[src/rtl/acs_pkg.sv]
package acs_pkg;
  localparam int DATA_W = 16;
  localparam int ADDR_W = 12;
  localparam int OPC_W  = 3;
  localparam int STEP_W = 4;

  typedef enum logic [OPC_W-1:0] {
    OPC_AND = 3'd0,
    OPC_ADD = 3'd1,
    OPC_LDA = 3'd2,
    OPC_STA = 3'd3,
    OPC_BUN = 3'd4,
    OPC_BSA = 3'd5,
    OPC_ISZ = 3'd6,
    OPC_NMR = 3'd7
  } opc_e;
endpackage

[src/rtl/acs_stepctr.sv]
module acs_stepctr #(
  parameter int SW = 4
) (
  input  logic          clk,
  input  logic          rst,
  input  logic          hold,
  input  logic          clr,
  input  logic          load,
  input  logic [SW-1:0] load_val,
  output logic [SW-1:0] step_q
);
  // clear wins over reload, reload wins over advance
  always_ff @(posedge clk) begin
    if (rst)       step_q <= '0;
    else if (clr)  step_q <= '0;
    else if (load) step_q <= load_val;
    else if (!hold) step_q <= step_q + 1'b1;
  end
endmodule

[src/rtl/acs_opdec.sv]
module acs_opdec #(
  parameter int OW = 3
) (
  input  logic [OW-1:0]     opc,
  output logic [(1<<OW)-1:0] dec
);
  localparam int NCODE = 1 << OW;
  for (genvar i = 0; i < NCODE; i++) begin : g_dec
    assign dec[i] = (opc == OW'(i));
  end
endmodule

[src/rtl/acs_alu.sv]
module acs_alu #(
  parameter int W = 16
) (
  input  logic [W-1:0] a,
  input  logic [W-1:0] b,
  output logic [W-1:0] and_o,
  output logic [W:0]   sum_o,
  output logic [W-1:0] inc_o
);
  assign and_o = a & b;
  assign sum_o = {1'b0, a} + {1'b0, b};
  assign inc_o = b + 1'b1;
endmodule

[src/rtl/acs_seq.sv]
module acs_seq
  import acs_pkg::*;
#(
  parameter int DW = DATA_W,
  parameter int AW = ADDR_W
) (
  input  logic          clk,
  input  logic          rst,
  input  logic          run,
  output logic [AW-1:0] mem_addr,
  output logic [DW-1:0] mem_wdata,
  output logic          mem_we,
  input  logic [DW-1:0] mem_rdata,
  output logic [DW-1:0] ac_out,
  output logic [AW-1:0] pc_out,
  output logic          e_out,
  output logic          retire
);
  localparam int IND_BIT = DW - 1;
  localparam int OPC_LSB = IND_BIT - OPC_W;
  localparam int NCODE   = 1 << OPC_W;
  localparam logic [STEP_W-1:0] S0 = STEP_W'(0);
  localparam logic [STEP_W-1:0] S2 = STEP_W'(2);
  localparam logic [STEP_W-1:0] S3 = STEP_W'(3);
  localparam logic [STEP_W-1:0] S4 = STEP_W'(4);
  localparam logic [STEP_W-1:0] S5 = STEP_W'(5);
  localparam logic [STEP_W-1:0] S6 = STEP_W'(6);
  localparam logic [STEP_W-1:0] S7 = STEP_W'(7);
  localparam logic [STEP_W-1:0] S8 = STEP_W'(8);

  logic [AW-1:0]    pc_q, ar_q;
  logic [DW-1:0]    ir_q, dr_q, ac_q, wdata_q;
  logic             e_q, we_q, retire_q;
  logic [STEP_W-1:0] step_q;
  logic [OPC_W-1:0] opc_w;
  logic [NCODE-1:0] d;
  logic             ind_w, dir;
  logic             s0, s2, s3, s4, s5, s6, s7, s8;
  logic             hold, done, resolve;
  logic [DW-1:0]    and_r, inc_r;
  logic [DW:0]      sum_r;

  assign opc_w = ir_q[OPC_LSB +: OPC_W];
  assign ind_w = ir_q[IND_BIT];
  assign dir   = ~ind_w;

  assign s0 = (step_q == S0);
  assign s2 = (step_q == S2);
  assign s3 = (step_q == S3);
  assign s4 = (step_q == S4);
  assign s5 = (step_q == S5);
  assign s6 = (step_q == S6);
  assign s7 = (step_q == S7);
  assign s8 = (step_q == S8);

  acs_stepctr #(.SW(STEP_W)) u_step (
    .clk      (clk),
    .rst      (rst),
    .hold     (hold),
    .clr      (done),
    .load     (resolve),
    .load_val (S4),
    .step_q   (step_q)
  );

  acs_opdec #(.OW(OPC_W)) u_dec (
    .opc (opc_w),
    .dec (d)
  );

  acs_alu #(.W(DW)) u_alu (
    .a     (ac_q),
    .b     (dr_q),
    .and_o (and_r),
    .sum_o (sum_r),
    .inc_o (inc_r)
  );

  // control: idle gate, indirect resolution and end of instruction
  always_comb begin
    hold    = s0 & ~run;
    resolve = s5 & ind_w & ~d[OPC_NMR];
    done    = (s3 & d[OPC_NMR])
            | (s4 & dir & d[OPC_BUN])
            | (s5 & dir & d[OPC_BSA])
            | (s6 & dir & (d[OPC_AND] | d[OPC_ADD] | d[OPC_LDA] | d[OPC_STA]))
            | (s8 & d[OPC_ISZ]);
  end

  always_ff @(posedge clk) begin
    if (rst) begin
      pc_q     <= '0;
      ar_q     <= '0;
      ir_q     <= '0;
      dr_q     <= '0;
      ac_q     <= '0;
      e_q      <= 1'b0;
      we_q     <= 1'b0;
      wdata_q  <= '0;
      retire_q <= 1'b0;
    end else begin
      retire_q <= done;
      we_q     <= (s4 & dir & d[OPC_BSA]) | (s5 & dir & d[OPC_STA]) | (s7 & d[OPC_ISZ]);

      // fetch
      if (s0 & run) ar_q <= pc_q;
      if (s2) begin
        ir_q <= mem_rdata;
        pc_q <= pc_q + 1'b1;
      end
      // address field into AR
      if (s3) ar_q <= ir_q[AW-1:0];

      // step 4: branch-type instructions act without an operand read
      if (s4 & dir & d[OPC_BUN]) pc_q <= ar_q;
      if (s4 & dir & d[OPC_BSA]) wdata_q <= {{(DW-AW){1'b0}}, pc_q};

      // step 5: indirect pointer or operand capture
      if (resolve) begin
        ar_q          <= mem_rdata[AW-1:0];
        ir_q[IND_BIT] <= 1'b0;
      end
      if (s5 & dir & (d[OPC_AND] | d[OPC_ADD] | d[OPC_LDA] | d[OPC_ISZ]))
        dr_q <= mem_rdata;
      if (s5 & dir & d[OPC_STA]) wdata_q <= ac_q;
      if (s5 & dir & d[OPC_BSA]) pc_q <= ar_q + 1'b1;

      // step 6: accumulator updates and ISZ increment
      if (s6 & d[OPC_AND]) ac_q <= and_r;
      if (s6 & d[OPC_ADD]) {e_q, ac_q} <= sum_r;
      if (s6 & d[OPC_LDA]) ac_q <= dr_q;
      if (s6 & d[OPC_ISZ]) dr_q <= inc_r;

      // step 7: ISZ write-back data and skip
      if (s7 & d[OPC_ISZ]) begin
        wdata_q <= dr_q;
        if (dr_q == '0) pc_q <= pc_q + 1'b1;
      end
    end
  end

  assign mem_addr  = ar_q;
  assign mem_wdata = wdata_q;
  assign mem_we    = we_q;
  assign ac_out    = ac_q;
  assign pc_out    = pc_q;
  assign e_out     = e_q;
  assign retire    = retire_q;
endmodule

[config.mk]
export PLATFORM = sky130hd
export DESIGN_NAME = acs_seq
export DESIGN_NICKNAME = d
export VERILOG_FILES = /design/src/rtl/acs_pkg.sv /design/src/rtl/acs_stepctr.sv /design/src/rtl/acs_opdec.sv /design/src/rtl/acs_alu.sv /design/src/rtl/acs_seq.sv
export SDC_FILE = /design/constraint.sdc
export NUM_CORES = 1
export LEC_CHECK = 0
export BUFFER_PORTS_ARGS = -buffer_cell sky130_fd_sc_hd__buf_2
export CAP_MARGIN = 20
export CELL_PAD_IN_SITES_DETAIL_PLACEMENT = 0
export CELL_PAD_IN_SITES_GLOBAL_PLACEMENT = 1
export CORE_MARGIN = 2
export CORE_UTILIZATION = 47
export CTS_BUF_LIST = sky130_fd_sc_hd__clkbuf_16
export CTS_CLUSTER_SIZE = 24
export DETAILED_ROUTE_END_ITERATION = 10
export PLACE_DENSITY_LB_ADDON = 0.1
export SYNTH_ARGS = -nofsm -noshare
export SYNTH_HDL_FRONTEND = slang
export SYNTH_SLANG_ARGS = --single-unit
[constraint.sdc]
create_clock -name clk -period 4.5 [get_ports clk]
set_input_delay 0.9 -clock clk [delete_from_list [all_inputs] [get_ports clk]]
set_output_delay 0.9 -clock clk [all_outputs]
set_load 0.02 [all_outputs]
* Word level (Yosys, flattened, before mapping)
Cells that the tools add are included.
** Word-level totals
- Register bits :: 95
** Operators by class
- $add $sub $neg :: 5
- Reductions and logical operators :: 10
- Equal/unequal tests :: 15
- Bitwise logic cells :: 34
- Muxes and demuxes :: 18
** Operator list (number)
- $mux 16 :: 8
- $mux 12 :: 8
- $add 12x1->12 const B :: 2
- $and 1x1->1 :: 20
- $add 16x16->17 :: 1
- $add 16x1->16 const B :: 1
- $and 16x16->16 :: 1
- $eq 4x3->1 const B :: 4
- $logic_not 16->1 :: 1
- $eq 3x3->1 const B :: 4
- $or 1x1->1 :: 10
- $reduce_bool 3->1 :: 3
- $eq 4x2->1 const B :: 2
- $eq 3x2->1 const B :: 2
- $mux 3 :: 2
- $add 4x1->4 const B :: 1
- $eq 4x4->1 const B :: 1
- $logic_not 4->1 :: 1
- $reduce_or 2->1 :: 2
- $eq 3x1->1 const B :: 1
- $logic_not 3->1 :: 1
- $not 1->1 :: 3
- $reduce_or 3->1 :: 1
- $ne 2x2->1 const B :: 1
- $reduce_bool 2->1 :: 1

* Depth between registers and ports, before layout
Gate-level depths: netlist of run 1.
- Depth in word-level cells :: 8
- Gate-level depth with buffers :: 9
- Mapped depth without buffers :: 8

* Hierarchy
A second synthesis of run 1 with hierarchy kept.
** Unflattened totals
- Cells, all modules :: 820
- Area, all modules :: 6302.3 um^2
** By module, submodules not included
- acs_seq :: area an instance 5058.6 um^2, cells an instance 654, times used 1, seq. area each 1821.7 um^2
- acs_alu :: area an instance 974.7 um^2, cells an instance 135, times used 1, seq. area each 0.0 um^2
- acs_stepctr :: area an instance 203.9 um^2, cells an instance 23, times used 1, seq. area each 80.1 um^2
- acs_opdec :: area an instance 65.1 um^2, cells an instance 8, times used 1, seq. area each 0.0 um^2

* Worst setup path after synthesis of run 1
Ideal clock, no wire load.
- Path kind :: register to register
- From :: register ac_q[0], in the netlist ac_out[0]
- To :: register ac_q[12], in the netlist ac_out[12]
- Buffers on the path :: 0
- Arrival time :: 2.260 ns
- Data required time :: 4.414 ns
- Setup slack :: 2.155 ns
- Library setup time :: 0.086 ns
- Cell stages (with the launch flop) :: 9
- Path through :: dfxtp_1 ha_1 fa_1 a211oi_1 o21ai_0 a41oi_1 a21oi_1 xnor2_1 a211oi_1
** Between the ends
- Longest elaborated chain between the ends :: 3
** RTL lines
- from (decl) :: line acs_seq.sv:32 : logic [DW-1:0] ir_q, dr_q, ac_q, wdata_q;
- from (signal assigned) :: line acs_seq.sv:129 : if (s6 & d[OPC_AND]) ac_q <= and_r;
- from (signal assigned) :: line acs_seq.sv:130 : if (s6 & d[OPC_ADD]) {e_q, ac_q} <= sum_r;
- from (signal assigned) :: line acs_seq.sv:131 : if (s6 & d[OPC_LDA]) ac_q <= dr_q;
- $add 16x16->17 :: line acs_alu.sv:11 : assign sum_o = {1'b0, a} + {1'b0, b};
- $mux 16 :: line acs_seq.sv:130
- $mux 16 :: line acs_seq.sv:131
Every way passes these cells.
A chain may end at the register's enable or synchronous reset.

* Final worst setup path of run 1
- From :: register ir_q[12]
- To :: register wdata_q[5], in the netlist mem_wdata[5]
** Between the ends
- Longest elaborated chain between the ends :: 4
- Elaborated cells between the ends (all ways) :: 9
- Classes of those cells :: 3 x eq/ne; 2 x mux; 3 x bitwise; 1 x reduce/logical
** RTL lines
- from (decl) :: line acs_seq.sv:32
- from (signal assigned) :: line acs_seq.sv:108 : ir_q <= mem_rdata;
- $eq 3x2->1 :: line acs_opdec.sv:9 : assign dec[i] = (opc == OW'(i));
- $and 1x1->1 :: line acs_seq.sv:125 : if (s5 & dir & d[OPC_STA]) wdata_q <= ac_q;
- $mux 16 :: line acs_seq.sv:125
- $mux 16 :: line acs_seq.sv:135 : if (s7 & d[OPC_ISZ]) begin
- to (signal assigned) :: line acs_seq.sv:116 : if (s4 & dir & d[OPC_BSA]) wdata_q <= {{(DW-AW){1'b0}}, pc_q};
- to (signal assigned) :: line acs_seq.sv:125
- to (signal assigned) :: line acs_seq.sv:136 : wdata_q <= dr_q;
- to (decl) :: line acs_seq.sv:32
Parallel ways exist; a longest one is shown, timed or not.

==> summary.md, run 1 <==
| Metric | Value |
|---|---|
| CTS tree | done |
| Crit path DAT | between 3000 and 4000 ps |
| CP max FO | 23 |
| Fmax | 0.354 GHz |
| FF-to-FF setup slack | about 1700 ps |
| Async set-reset flop share out of synthesis | 0% |
| WHS | 461 ps |
| DIE AREA | 14,200 sq um |
| WL per Instance | 20.5 um |
| Leak pwr | approximately 2.7 nW |
| Number of clock sinks | 95 |
| Startpoint types | register |
| Worst Skew | 6.63 ps |
| Final slew viol count | 0 |
| Layout cells sized above 1 | 16.1% |
| Core Area | between 10,000 and 15,000 sq um |
| TritonRoute pass-1 iters | 5 |
| Area grow syn2layout | 11.7% |
| GPL Wtd Cong | approximately 0.90 |
| Overall Power | roughly 2.3 mW |
| Hold path start | ir_q[7] |
| Register area share after synthesis | 30.6% |
| DRT Wirelength | 20.6 mm |
| Top cells by area, synth | dfxtp_1 (31%), a21oi_1 (6.3%), nor2_1 (5.6%), ha_1 (4.8%), nand2_1 (4.8%) |
| CTS Buf Count | 9 |
| Buf/Inv on CP | 1 |
| Clk pin slew, worst setup/hold paths | roughly 70 ps |
| Yosys cell types | 67 |
| Boundary Pins | 78 |
| Crit path time final | 2820 ps |
| Top_reg_cell synth | dfxtp_1 |
| Worst vdd ir | 223 uV |
| CP most frequent cell | o21ai_0 |
| R2r endpoint | mem_wdata[5] |
| Initial Utilization | 47.5% |
| Fillers | 1,287 |
| Hold crit path type | register to register |
| Detailed Place HPWL | 14.8 mm |
| # Post-CTS Setup Buffers | 0 |
| Post-DRT Antenna Nets | 0 |
| Max_cap viols | 0 |
| CP Class | register to register |
| Most frequent cells in the layout | dfxtp_1 (95), nor2_1 (93), nand2_1 (80) |
| Nets@finish | 871 |
| Avg Inst Size Synth | 7.89 sq um |
| Footprint of the multi-input gates | 4020 sq um |
| RSZ-0062 raised after global routing | false |
| Die Ht | 119 um |
| PostCTS Resize Cnt | 0 |
| Clock Tree Buf Depth | 2 |
| EDFF count, synth | 0 |
| FP Rows | 42 |
| Commonest non-fill, non-tap cell in the layout | dfxtp_1 |
| PnR worst setup slack | 1680 ps |
| Clk root buf | clkbuf_16 |
| Hold path depth | 2 |
| Buffers on Ports | 77 |
| Hold-critical path endpoint | ir_q[7] |
| Util after Layout | between 50% and 60% |
| Hold buffer count at cts | 0 |
| Chip Width | 119 um |
| Via count of the first global-routing pass | 5,734 |
| Iter 0 DRT Violations | between 500 and 600 |
| Actual slew at the worst max-slew pin | 1130 ps |
| Cells after Synth | 788 |
| Leading area contributor after synthesis | dfxtp_1 |
| Critical Path RT | 4700 ps |
| Synth top area share | 30.6% |
| Worst-path cell chain | and3b_1 -> and3_1 -> buf_4 -> o21ai_0 -> o21ai_0 |
| Final setup vio count | 0 |
| GRT Residual Overflow | 0 |
| Mapped cell area | 6210 sq um |
| Worst skew pair latency | between 300 and 400 ps |
| Reg2reg start | ir_q[12] |
| DR vias | 6,290 |
| H-Tree Depth | 3 |
| Depth of the most critical reg-to-reg path | 5 |
| Syn. warnings | 0 |
| Flops & latches, synth | 95 |
| Endpoints failing hold | 0 |
| Register area | 1900 sq um |
| DRC viols | 0 |
| Vias per cell | 6.23 |
| Slew HR | 24.7% |
| Antenna violations before repair | 1 |
| Largest net degree at the start of global routing | 91 |
| PwrDens | 336 nW/um^2 |
| Worst path slowest cell | dfxtp_1 |
| Crit path max-delay family | compound AO/OA/AOI/OAI gates |
| Dpl ws | 1720 ps |
| Net Count, Synth | ~830 |
| CP Capture Type | register |
| Outcome | finished clean |
| Overall routing resource usage | 29.4% |
| First-pass GRT wire length | 32.5 mm |
| Fin crit share | 62.7% |
| Final TNS setup | 0 ps |
| Critical path's largest stage delay | 770 ps |
| Critical path launch point | ir_q[12] |
==> cell families (layout without fill, tap and decap cells) <==
logic type               Yosys count  after routing  share of synthesized area (%)
adder cells (fa/ha/maj)           25             25                           5.16
buffers and inverters             68            112                           4.69
other                              0              1                              0
AND/OR/NAND/NOR                  294            294                           23.9
AO/OA/AOI/OAI                    233            233                           24.2
flip-flops                        95             95                           30.6
XOR/XNOR                          29             29                           4.09
multiplexers                      44             44                           7.39
==> worst reg2reg max path, cell delays in order (launching register included) <==
cell	delay [ps]
dfxtp_1	770
and3b_1	300
and3_1	330
buf_4	260
o21ai_0	770
o21ai_0	240
==> final cells by class <==
class | instances | share of cell area (%)
repair buffers | 84 | 6.42
flip-flops and latches | 95 | 27.4
clock inverters | 7 | 1.15
well taps | 176 | 3.17
multi-input cells | 625 | 57.9
clock buffers | 9 | 3.24
diodes | 1 | 0.0361
inverters | 12 | 0.649
==> worst max path at each step <==
stage	slack [ps]	cells past startpoint	endpoint
3_5_place_dp	1720	5	mem_wdata[5]
6_report	1680	5	mem_wdata[5]
3_3_place_gp	1820	6	mem_wdata[6]
2_1_floorplan	2150	8	ac_out[12]
5_1_grt	1380	5	mem_wdata[5]
4_1_cts	1680	5	mem_wdata[5]
==> state kept, by name, indices dropped and copies added, names as in the netlist <==
name and count:
e_out 1, ir_q 16, mem_we 1, retire 1, pc_out 12, ac_out 16
mem_addr 12, u_step.step_q 4, mem_wdata 16, dr_q 16
==> per-stage QoR <==
step | area, sq um | cells
after floorplan | 6210 | 788
after global placement | 6610 | 990
after CTS | 6920 | 1006
after detailed placement | 6610 | 990
after global routing | 6940 | 1008
final | 6940 | 1009
==> Yosys cell counts, types with 9 or more instances <==
| library cell | instances |
|---|---|
| dfxtp_1 | 95 |
| nand2_1 | 80 |
| o22ai_1 | 12 |
| a211oi_1 | 32 |
| inv_1 | 11 |
| ha_1 | 24 |
| mux2i_1 | 29 |
| nor2_1 | 93 |
| nand3b_1 | 10 |
| clkbuf_1 | 34 |
| xnor2_1 | 21 |
| a31oi_1 | 10 |
| and3_1 | 10 |
| buf_2 | 17 |
| nand3_1 | 25 |
| nand4_1 | 9 |
| a21oi_1 | 78 |
| nor3_1 | 18 |
| o21ai_0 | 38 |
| mux2_2 | 15 |
==> where the power goes <==
part           internal (mW)  switching (mW)  total (mW)
combinational          0.186           0.356       0.542
clock                  0.439           0.371       0.810
sequential             0.895          0.0830       0.978
total                   1.52           0.810        2.33
==> layer usage <==
layer / track usage (%) / up-vias / share of wire [%]
met2: 45.8 / 237 / 46
li1: - / 2985 / -
met1: 40.1 / 3024 / 45
met3: 5.32 / 44 / 6.8
met4: 12.1 / 0 / 2.7
met5: 0 / - / 0
(Power assumes the default switching activity.)
==> inputs of run 2 (changes only) <==
--- a/config.mk
+++ b/config.mk
@@ -10,7 +10,7 @@
 export CELL_PAD_IN_SITES_DETAIL_PLACEMENT = 0
 export CELL_PAD_IN_SITES_GLOBAL_PLACEMENT = 1
 export CORE_MARGIN = 2
-export CORE_UTILIZATION = 47
+export CORE_UTILIZATION = 44
 export CTS_BUF_LIST = sky130_fd_sc_hd__clkbuf_16
 export CTS_CLUSTER_SIZE = 24
 export DETAILED_ROUTE_END_ITERATION = 10
==> constraint.sdc (replaced) <==
create_clock -name clk -period 2.8 [get_ports clk]
set_input_delay 0.56 -clock clk [delete_from_list [all_inputs] [get_ports clk]]
set_output_delay 0.56 -clock clk [all_outputs]
set_load 0.02 [all_outputs]
==> run 2 against run 1 <==
Die area grew 6.6%; global-route usage down 0.31 points; cell count increased by 2.4%; count of clock-buffer cells in the layout unchanged; critical path type unchanged; largest power group unchanged.
==> summary.md, run 2 (synthesis gave the netlist of run 1 again) <==
| Metric | Value |
|---|---|
| DIE AREA | 15,100 sq um (was 14,200 sq um) |
| Via count of the first global-routing pass | 5,884 (was 5,734) |
| H-Tree Depth | 3 (unchanged) |
| Max_cap viols | 0 (unchanged) |
| Worst path slowest cell | fa_1 (was dfxtp_1) |
| Fin crit share | 90.9% (was 62.7%) |
| R2r endpoint | ac_out[10] (was mem_wdata[5]) |
| Critical path's largest stage delay | 430 ps (was 770 ps) |
| Fmax | 0.393 GHz (was 0.354 GHz) |
| Final TNS setup | 0 ps (unchanged) |
| Antenna violations before repair | 1 (unchanged) |
| DRC viols | 0 (unchanged) |
| Leak pwr | 2.78 nW (was 2.69 nW) |
| Cell count after placement | 1,017 (was 990) |
| Worst Skew | 12.2 ps (was 6.63 ps) |
| Final slew viol count | 0 (unchanged) |
| Reg2reg start | ac_out[0] (was ir_q[12]) |
| GPL Wtd Cong | 0.954 (was 0.905) |
| Most frequent cells in the layout | dfxtp_1 (95), nor2_1 (93), nand2_1 (80) (unchanged) |
| Worst vdd ir | 320 uV (was 223 uV) |
| CP Depth | 8 (was 5) |
| DR vias | 6,387 (was 6,290) |
| Clk pin slew, worst setup/hold paths | 80 ps (was 70 ps) |
| RSZ-0062 raised after global routing | false (unchanged) |
| FF-to-FF setup slack | 250 ps (was 1680 ps) |
| Fillers | 1,356 (was 1,287) |
| CP most frequent cell | a211oi_1 (was o21ai_0) |
| Critical path launch point | ac_out[0] (was ir_q[12]) |
| Overall routing resource usage | 29.1% (was 29.4%) |
| DRT Wirelength | 21.7 mm (was 20.6 mm) |
| Hold buffer count at cts | 0 (unchanged) |
| Boundary Pins | 78 (unchanged) |
| WL per Instance | 21.0 um (was 20.5 um) |
| Commonest non-fill, non-tap cell in the layout | dfxtp_1 (unchanged) |
| Worst-path cell chain | ha_1 -> fa_1 -> a211oi_1 -> o21ai_0 -> a41oi_2 -> o21bai_1 -> xnor2_1 -> a211oi_1 (was and3b_1 -> and3_1 -> buf_4 -> o21ai_0 -> o21ai_0) |
| Worst setup path end | ac_out[10] (was mem_wdata[5]) |
| Actual slew at the worst max-slew pin | 682 ps (was 1130 ps) |
| Crit path time final | 2550 ps (was 2820 ps) |
| Die Ht | 123 um (was 119 um) |
| Crit path DAT | 2830 ps (was 3020 ps) |
| CTS tree | done (unchanged) |
| GRT Residual Overflow | 0 (unchanged) |
| CP Capture Type | register (unchanged) |
| Crit path max-delay family | compound AO/OA/AOI/OAI gates (unchanged) |
| Depth of the most critical reg-to-reg path | 8 (was 5) |
| Nets@finish | 893 (was 871) |
| Diodes inserted | 0 (was 1) |
| Buffers on Ports | 77 (unchanged) |
| CP Class | register to register (unchanged) |
| Buf/Inv on CP | 0 (was 1) |
| Detailed Place HPWL | 15.9 mm (was 14.8 mm) |
| Register area | 1900 sq um (unchanged) |
| Critical Path RT | 3080 ps (was 4700 ps) |
| Vias per cell | 6.18 (was 6.23) |
| Iter 0 DRT Violations | 628 (was 574) |
| FP Rows | 43 (was 42) |
| Clock Tree Buf Depth | 2 (unchanged) |
| Hold crit path type | register to register (unchanged) |
| Startpoint types | register (unchanged) |
| Initial Utilization | 44.9% (was 47.5%) |
| Final setup vio count | 0 (unchanged) |
| Slew HR | 54.4% (was 24.7%) |
| Endpoints failing hold | 0 (unchanged) |
| Chip Width | 123 um (was 119 um) |
| Outcome | finished clean (unchanged) |
| Core Area | 13,800 sq um (was 13,100 sq um) |
| Post-DRT Antenna Nets | 0 (unchanged) |
| PwrDens | 518 nW/um^2 (was 336 nW/um^2) |
| Non-filler instance count after layout | 1,033 (was 1,009) |
| # Post-CTS Setup Buffers | 0 (unchanged) |
| CTS Buf Count | 9 (unchanged) |
| Clk root buf | clkbuf_16 (unchanged) |
| First-pass GRT wire length | 33.3 mm (was 32.5 mm) |
| CP max FO | 4 (was 23) |
| PostCTS Resize Cnt | 0 (unchanged) |
| Number of clock sinks | 95 (unchanged) |
| Layout cells sized above 1 | 18.3% (was 16.1%) |
| Largest net degree at the start of global routing | 34 (was 91) |
| TritonRoute pass-1 iters | 5 (unchanged) |
| Footprint of the multi-input gates | 4030 sq um (was 4020 sq um) |
| Area grow syn2layout | 13.9% (was 11.7%) |
| Worst skew pair latency | 360 ps (about the same) |
## run 2: cell count changes in the layout (fill, tap and decap cells not counted), sizes merged
cell,change
buf,+22
bufinv,-1
clkinvlp,+2
diode,-1
inv,-2
## run 2: per-layer routing
metal | share of wire (%) | vias up | GRT usage [%]
met1 | 44 | 3041 | 38.8
met3 | 7.0 | 53 | 5.62
li1 | - | 3030 | -
met4 | 3.5 | 0 | 12.3
met5 | 0 | - | 0
met2 | 46 | 263 | 45.8
## run 2: worst reg2reg max path: stages (launching register included)
cell and delay, ps:
dfxtp_1 350, ha_1 270, fa_1 430, a211oi_1 370
o21ai_0 230, a41oi_2 330, o21bai_1 110, xnor2_1 130
a211oi_1 240
## run 2: layout make-up
cell class,count,area share (%)
clock buffers,9,3.18
clock inverters,6,0.636
inverters,12,0.636
multi-input cells,625,56.9
flip-flops and latches,95,26.9
well taps,180,3.18
repair buffers,106,8.57
## run 2: how the worst min path moves through the flow
stage	startpoint	to	slack, ps	cells after the start
finish	ir_q[11]	ir_q[11]	460	2
global route	mem_rdata[4]	ir_q[4]	460	3
CTS	mem_rdata[7]	ir_q[7]	450	3
detailed placement	ir_q[6]	ir_q[6]	450	2
global placement	ir_q[9]	ir_q[9]	440	2
floorplan	ir_q[0]	ir_q[0]	440	2
## run 2: stage by stage
step                      utilization [%]  hold slack (ps)  power (mW)  instance area [sq um]  setup WS [ps]
after floorplan                         -              436        2.21                   6210            455
after global placement               49.1              441        2.46                   6790            327
after detailed placement             49.1              449        2.49                   6790            210
after CTS                            51.0              454        3.67                   7060            208
after global routing                 51.2              460        3.83                   7080           81.9
final                                51.2              455        3.67                   7080            254
## run 2: power breakdown
| group | internal, mW | switching (mW) | leakage (nW) |
|---|---|---|---|
| Sequential | 1.44 | 0.118 | 0.767 |
| Combinational | 0.323 | 0.596 | 1.88 |
| Clock | 0.603 | 0.587 | 0.126 |
| Total | 2.36 | 1.30 | 2.78 |
==> inputs of run 3 (changes only) <==
--- a/config.mk
+++ b/config.mk
@@ -7,14 +7,15 @@
 export LEC_CHECK = 0
 export BUFFER_PORTS_ARGS = -buffer_cell sky130_fd_sc_hd__buf_2
 export CAP_MARGIN = 20
-export CELL_PAD_IN_SITES_DETAIL_PLACEMENT = 0
+export CELL_PAD_IN_SITES_DETAIL_PLACEMENT = 1
 export CELL_PAD_IN_SITES_GLOBAL_PLACEMENT = 1
 export CORE_MARGIN = 2
-export CORE_UTILIZATION = 44
+export CORE_UTILIZATION = 43
 export CTS_BUF_LIST = sky130_fd_sc_hd__clkbuf_16
 export CTS_CLUSTER_SIZE = 24
 export DETAILED_ROUTE_END_ITERATION = 10
 export PLACE_DENSITY_LB_ADDON = 0.1
 export SYNTH_ARGS = -nofsm -noshare
 export SYNTH_HDL_FRONTEND = slang
+export SYNTH_HIERARCHICAL = 1
 export SYNTH_SLANG_ARGS = --single-unit
==> run 3 against run 2 <==
Register-to-register slack worse by 90 ps; worst hold slack better by 5.3 ps; non-clock buffer count up 24; count of clock-buffer cells in the layout unchanged; synthesized area up 1.4%; total power up 0.88%; sequential share of layout area down 1.1 points; clock power about the same; critical endpoint is now ac_out[12]; largest cell class unchanged; largest power group unchanged; highest routed layer unchanged.
==> summary.md, run 3 <==
| Metric | Value |
|---|---|
| Post-DRT Antenna Nets | 0 (unchanged) |
| Register area share after synthesis | 30.2% (was 30.6%) |
| Met1 usage | 43.0% (was 38.8%) |
| Fmax | 0.379 GHz (was 0.393 GHz) |
| Crit path DAT | 2920 ps (was 2830 ps) |
| Hold crit path type | register to register (unchanged) |
| Most frequent cell after synthesis | nor2_1 (was dfxtp_1) |
| First-pass GRT wire length | 36.9 mm (was 33.3 mm) |
| Synth top area share | 30.2% (was 30.6%) |
| Commonest non-fill, non-tap cell in the layout | nor2_1 (was dfxtp_1) |
| CTS Buf Count | 9 (unchanged) |
| Most frequent cells in the layout | nor2_1 (123), nand2_1 (98), dfxtp_1 (95) (was dfxtp_1 (95), nor2_1 (93), nand2_1 (80)) |
| Iter 0 DRT Violations | 459 (was 628) |
| Worst Skew | 11.7 ps (was 12.2 ps) |
| Post-route cell area | 7390 sq um (was 7080 sq um) |
| Simple-gate share of the synthesized area | 24.9% (was 23.9%) |
| Met2 usage | 45.6% (was 45.8%) |
| Clk pin slew, worst setup/hold paths | 70 ps (was 80 ps) |
| Max_cap viols | 0 (unchanged) |
| PwrDens | 500 nW/um^2 (was 518 nW/um^2) |
| Mapped cell area | 6300 sq um (was 6210 sq um) |
| Leak pwr | 3.12 nW (was 2.78 nW) |
| Overall routing resource usage | 29.7% (was 29.1%) |
| Worst-path cell chain | ha_1 -> fa_2 -> a21o_2 -> a31oi_4 -> or4_1 -> and3_4 -> xnor2_2 -> nor2_1 -> a211oi_1 -> a21oi_1 -> a211oi_1 (was ha_1 -> fa_1 -> a211oi_1 -> o21ai_0 -> a41oi_2 -> o21bai_1 -> xnor2_1 -> a211oi_1) |
| GPL Wtd Cong | 0.899 (was 0.954) |
| Worst skew pair latency | 360 ps (about the same) |
| Area grow syn2layout | 17.3% (was 13.9%) |
| Buf/Inv on CP | 0 (unchanged) |
| Core Area | 14,400 sq um (was 13,800 sq um) |
| FP Rows | 44 (was 43) |
| Chip Width | 125 um (was 123 um) |
| Final setup vio count | 0 (unchanged) |
| Startpoint types | register (unchanged) |
| Main combinational cell family by area after synthesis | simple AND/OR/NAND/NOR gates (was compound AO/OA/AOI/OAI gates) |
| Endpoints failing hold | 0 (unchanged) |
| Syn. warnings | 6 (was 0) |
| Final slew viol count | 0 (unchanged) |
| CP Class | register to register (unchanged) |
| Top cells by area, synth | dfxtp_1 (30%), nor2_1 (7.4%), a211oi_1 (6.4%), a21oi_1 (6.2%), nand2_1 (5.8%) (was dfxtp_1 (31%), a21oi_1 (6.3%), nor2_1 (5.6%), ha_1 (4.8%), nand2_1 (4.8%)) |
| CP max FO | 4 (unchanged) |
| DRT Wirelength | 23.6 mm (was 21.7 mm) |
| Largest net degree at the start of global routing | 35 (was 34) |
| Buffers on Ports | 77 (unchanged) |
| Final TNS setup | 0 ps (unchanged) |
| Mux contribution to synthesized area | 4.92% (was 7.39%) |
| PostCTS Resize Cnt | 0 (unchanged) |
| Number of clock sinks | 95 (unchanged) |
| Clock Tree Buf Depth | 2 (unchanged) |
| # Post-CTS Setup Buffers | 0 (unchanged) |
| Fin crit share | 94.2% (was 90.9%) |
| Initial Utilization | 43.7% (was 44.9%) |
| Nets@finish | 944 (was 893) |
| Cells after Synth | 820 (was 788) |
| H-Tree Depth | 3 (unchanged) |
| GRT Residual Overflow | 0 (unchanged) |
| Crit path max-delay family | compound AO/OA/AOI/OAI gates (unchanged) |
| Overall Power | 3.70 mW (was 3.67 mW) |
| Antenna violations before repair | 0 (was 1) |
| DRC viols | 0 (unchanged) |
| Async set-reset flop share out of synthesis | 0% (unchanged) |
| Fillers | 1,824 (was 1,356) |
| Detailed Place HPWL | 17.7 mm (was 15.9 mm) |
| Top_reg_cell synth | dfxtp_1 (unchanged) |
| Boundary Pins | 78 (unchanged) |
| CP most frequent cell | a211oi_1 (unchanged) |
| Footprint of the multi-input gates | 4180 sq um (was 4030 sq um) |
| WL per Instance | 21.6 um (was 21.0 um) |
| Critical path's largest stage delay | 530 ps (was 430 ps) |
| TritonRoute pass-1 iters | 5 (unchanged) |
| Flops & latches, synth | 95 (unchanged) |
| Avg Inst Size Synth | 7.69 sq um (was 7.89 sq um) |
| Register area | 1900 sq um (unchanged) |
| Met3 Use GR | 5.18% (was 5.62%) |
| CTS tree | done (unchanged) |
| Die Ht | 125 um (was 123 um) |
| EDFF count, synth | 0 (unchanged) |
| Yosys cell types | 72 (was 67) |
| CP Capture Type | register (unchanged) |
| Critical Path RT | 3080 ps (about the same) |
| Compound-gate portion of the synthesized area | 23.8% (was 24.2%) |
| Synth top cells by count | nor2_1 (124), nand2_1 (98), dfxtp_1 (95) (was dfxtp_1 (95), nor2_1 (93), nand2_1 (80)) |
| Placed inst area | 7100 sq um (was 6790 sq um) |
| Synth Area in XOR/XNOR | 7.48% (was 4.09%) |
| Actual slew at the worst max-slew pin | 793 ps (was 682 ps) |
| Layout cells sized above 1 | 19.1% (was 18.3%) |
| GR peak layer | met2 (unchanged) |
| Hold buffer count at cts | 0 (unchanged) |
| Outcome | finished clean (unchanged) |
| Clk root buf | clkbuf_16 (unchanged) |
| DR vias | 6,659 (was 6,387) |
| Adder-Cell Fraction of Synth Area | 4.29% (was 5.16%) |
| Vias per cell | 6.09 (was 6.18) |
| Leading area contributor after synthesis | dfxtp_1 (unchanged) |
| Crit path time final | 2640 ps (was 2550 ps) |
| Diodes inserted | 0 (unchanged) |
| Worst vdd ir | 319 uV (was 320 uV) |
| DIE AREA | 15,600 sq um (was 15,100 sq um) |
| Slew HR | 46.4% (was 54.4%) |
| Via count of the first global-routing pass | 6,440 (was 5,884) |
| Worst path slowest cell | or4_1 (was fa_1) |
-- run 3: cell type report --
cell class | instances | share of cell area, %
tap | 184 | 3.11
clock buffer | 9 | 3.05
clock inverter | 7 | 0.660
multi-input combinational | 662 | 56.6
inverter | 6 | 0.305
sequential | 95 | 25.7
timing repair buffer | 130 | 10.6
-- run 3: where the power goes --
| group | internal, mW | switching, mW | leakage, nW | total (mW) |
|---|---|---|---|---|
| Combinational | 0.356 | 0.593 | 2.22 | 0.949 |
| Sequential | 1.43 | 0.132 | 0.767 | 1.56 |
| Clock | 0.605 | 0.585 | 0.136 | 1.19 |
-- run 3: worst paths after layout --
| check | startpoint | end | slack (ps) | cells after the start |
|---|---|---|---|---|
| worst max-delay path | ac_out[0] | ac_out[12] | 160 | 11 |
| worst min-delay path | ir_q[8] | ir_q[8] | 460 | 2 |
| worst max register to register | ac_out[0] | ac_out[12] | 160 | 11 |
| worst min register to register | ir_q[8] | ir_q[8] | 460 | 2 |
-- run 3: worst min-delay path: stages (launching register included) --
cell     delay, ps
dfxtp_1        310
nand2_1         50
a21oi_1         50
-- run 3: metal layers --
metal  vias to the layer above  part of all wire (%)
met1                      3298                    48
met3                        21                   5.9
met5                         -                     0
li1                       3140                     -
met4                         0                   1.4
met2                       200                    45
-- run 3: cells by family (layout without fill, tap and decap cells) --
kind of cell | count (synthesis) | in the layout
xor gates and xnor gates | 53 | 53
AOI/OAI and AO/OA | 223 | 223
adders and majority gates | 21 | 21
buffers and inverters | 65 | 152
other | 2 | 4
and+or+nand+nor | 330 | 330
DFF | 95 | 95
muxes | 31 | 31
-- run 3: through the flow --
step	hold slack, ps	worst slack, ps	instances	util (%)
6_report	460	163	1093	51.2
2_1_floorplan	437	218	822	-
4_1_cts	461	114	1093	51.1
3_3_place_gp	433	140	1077	49.2
3_5_place_dp	450	113	1077	49.2
5_1_grt	474	-2.07	1093	51.2
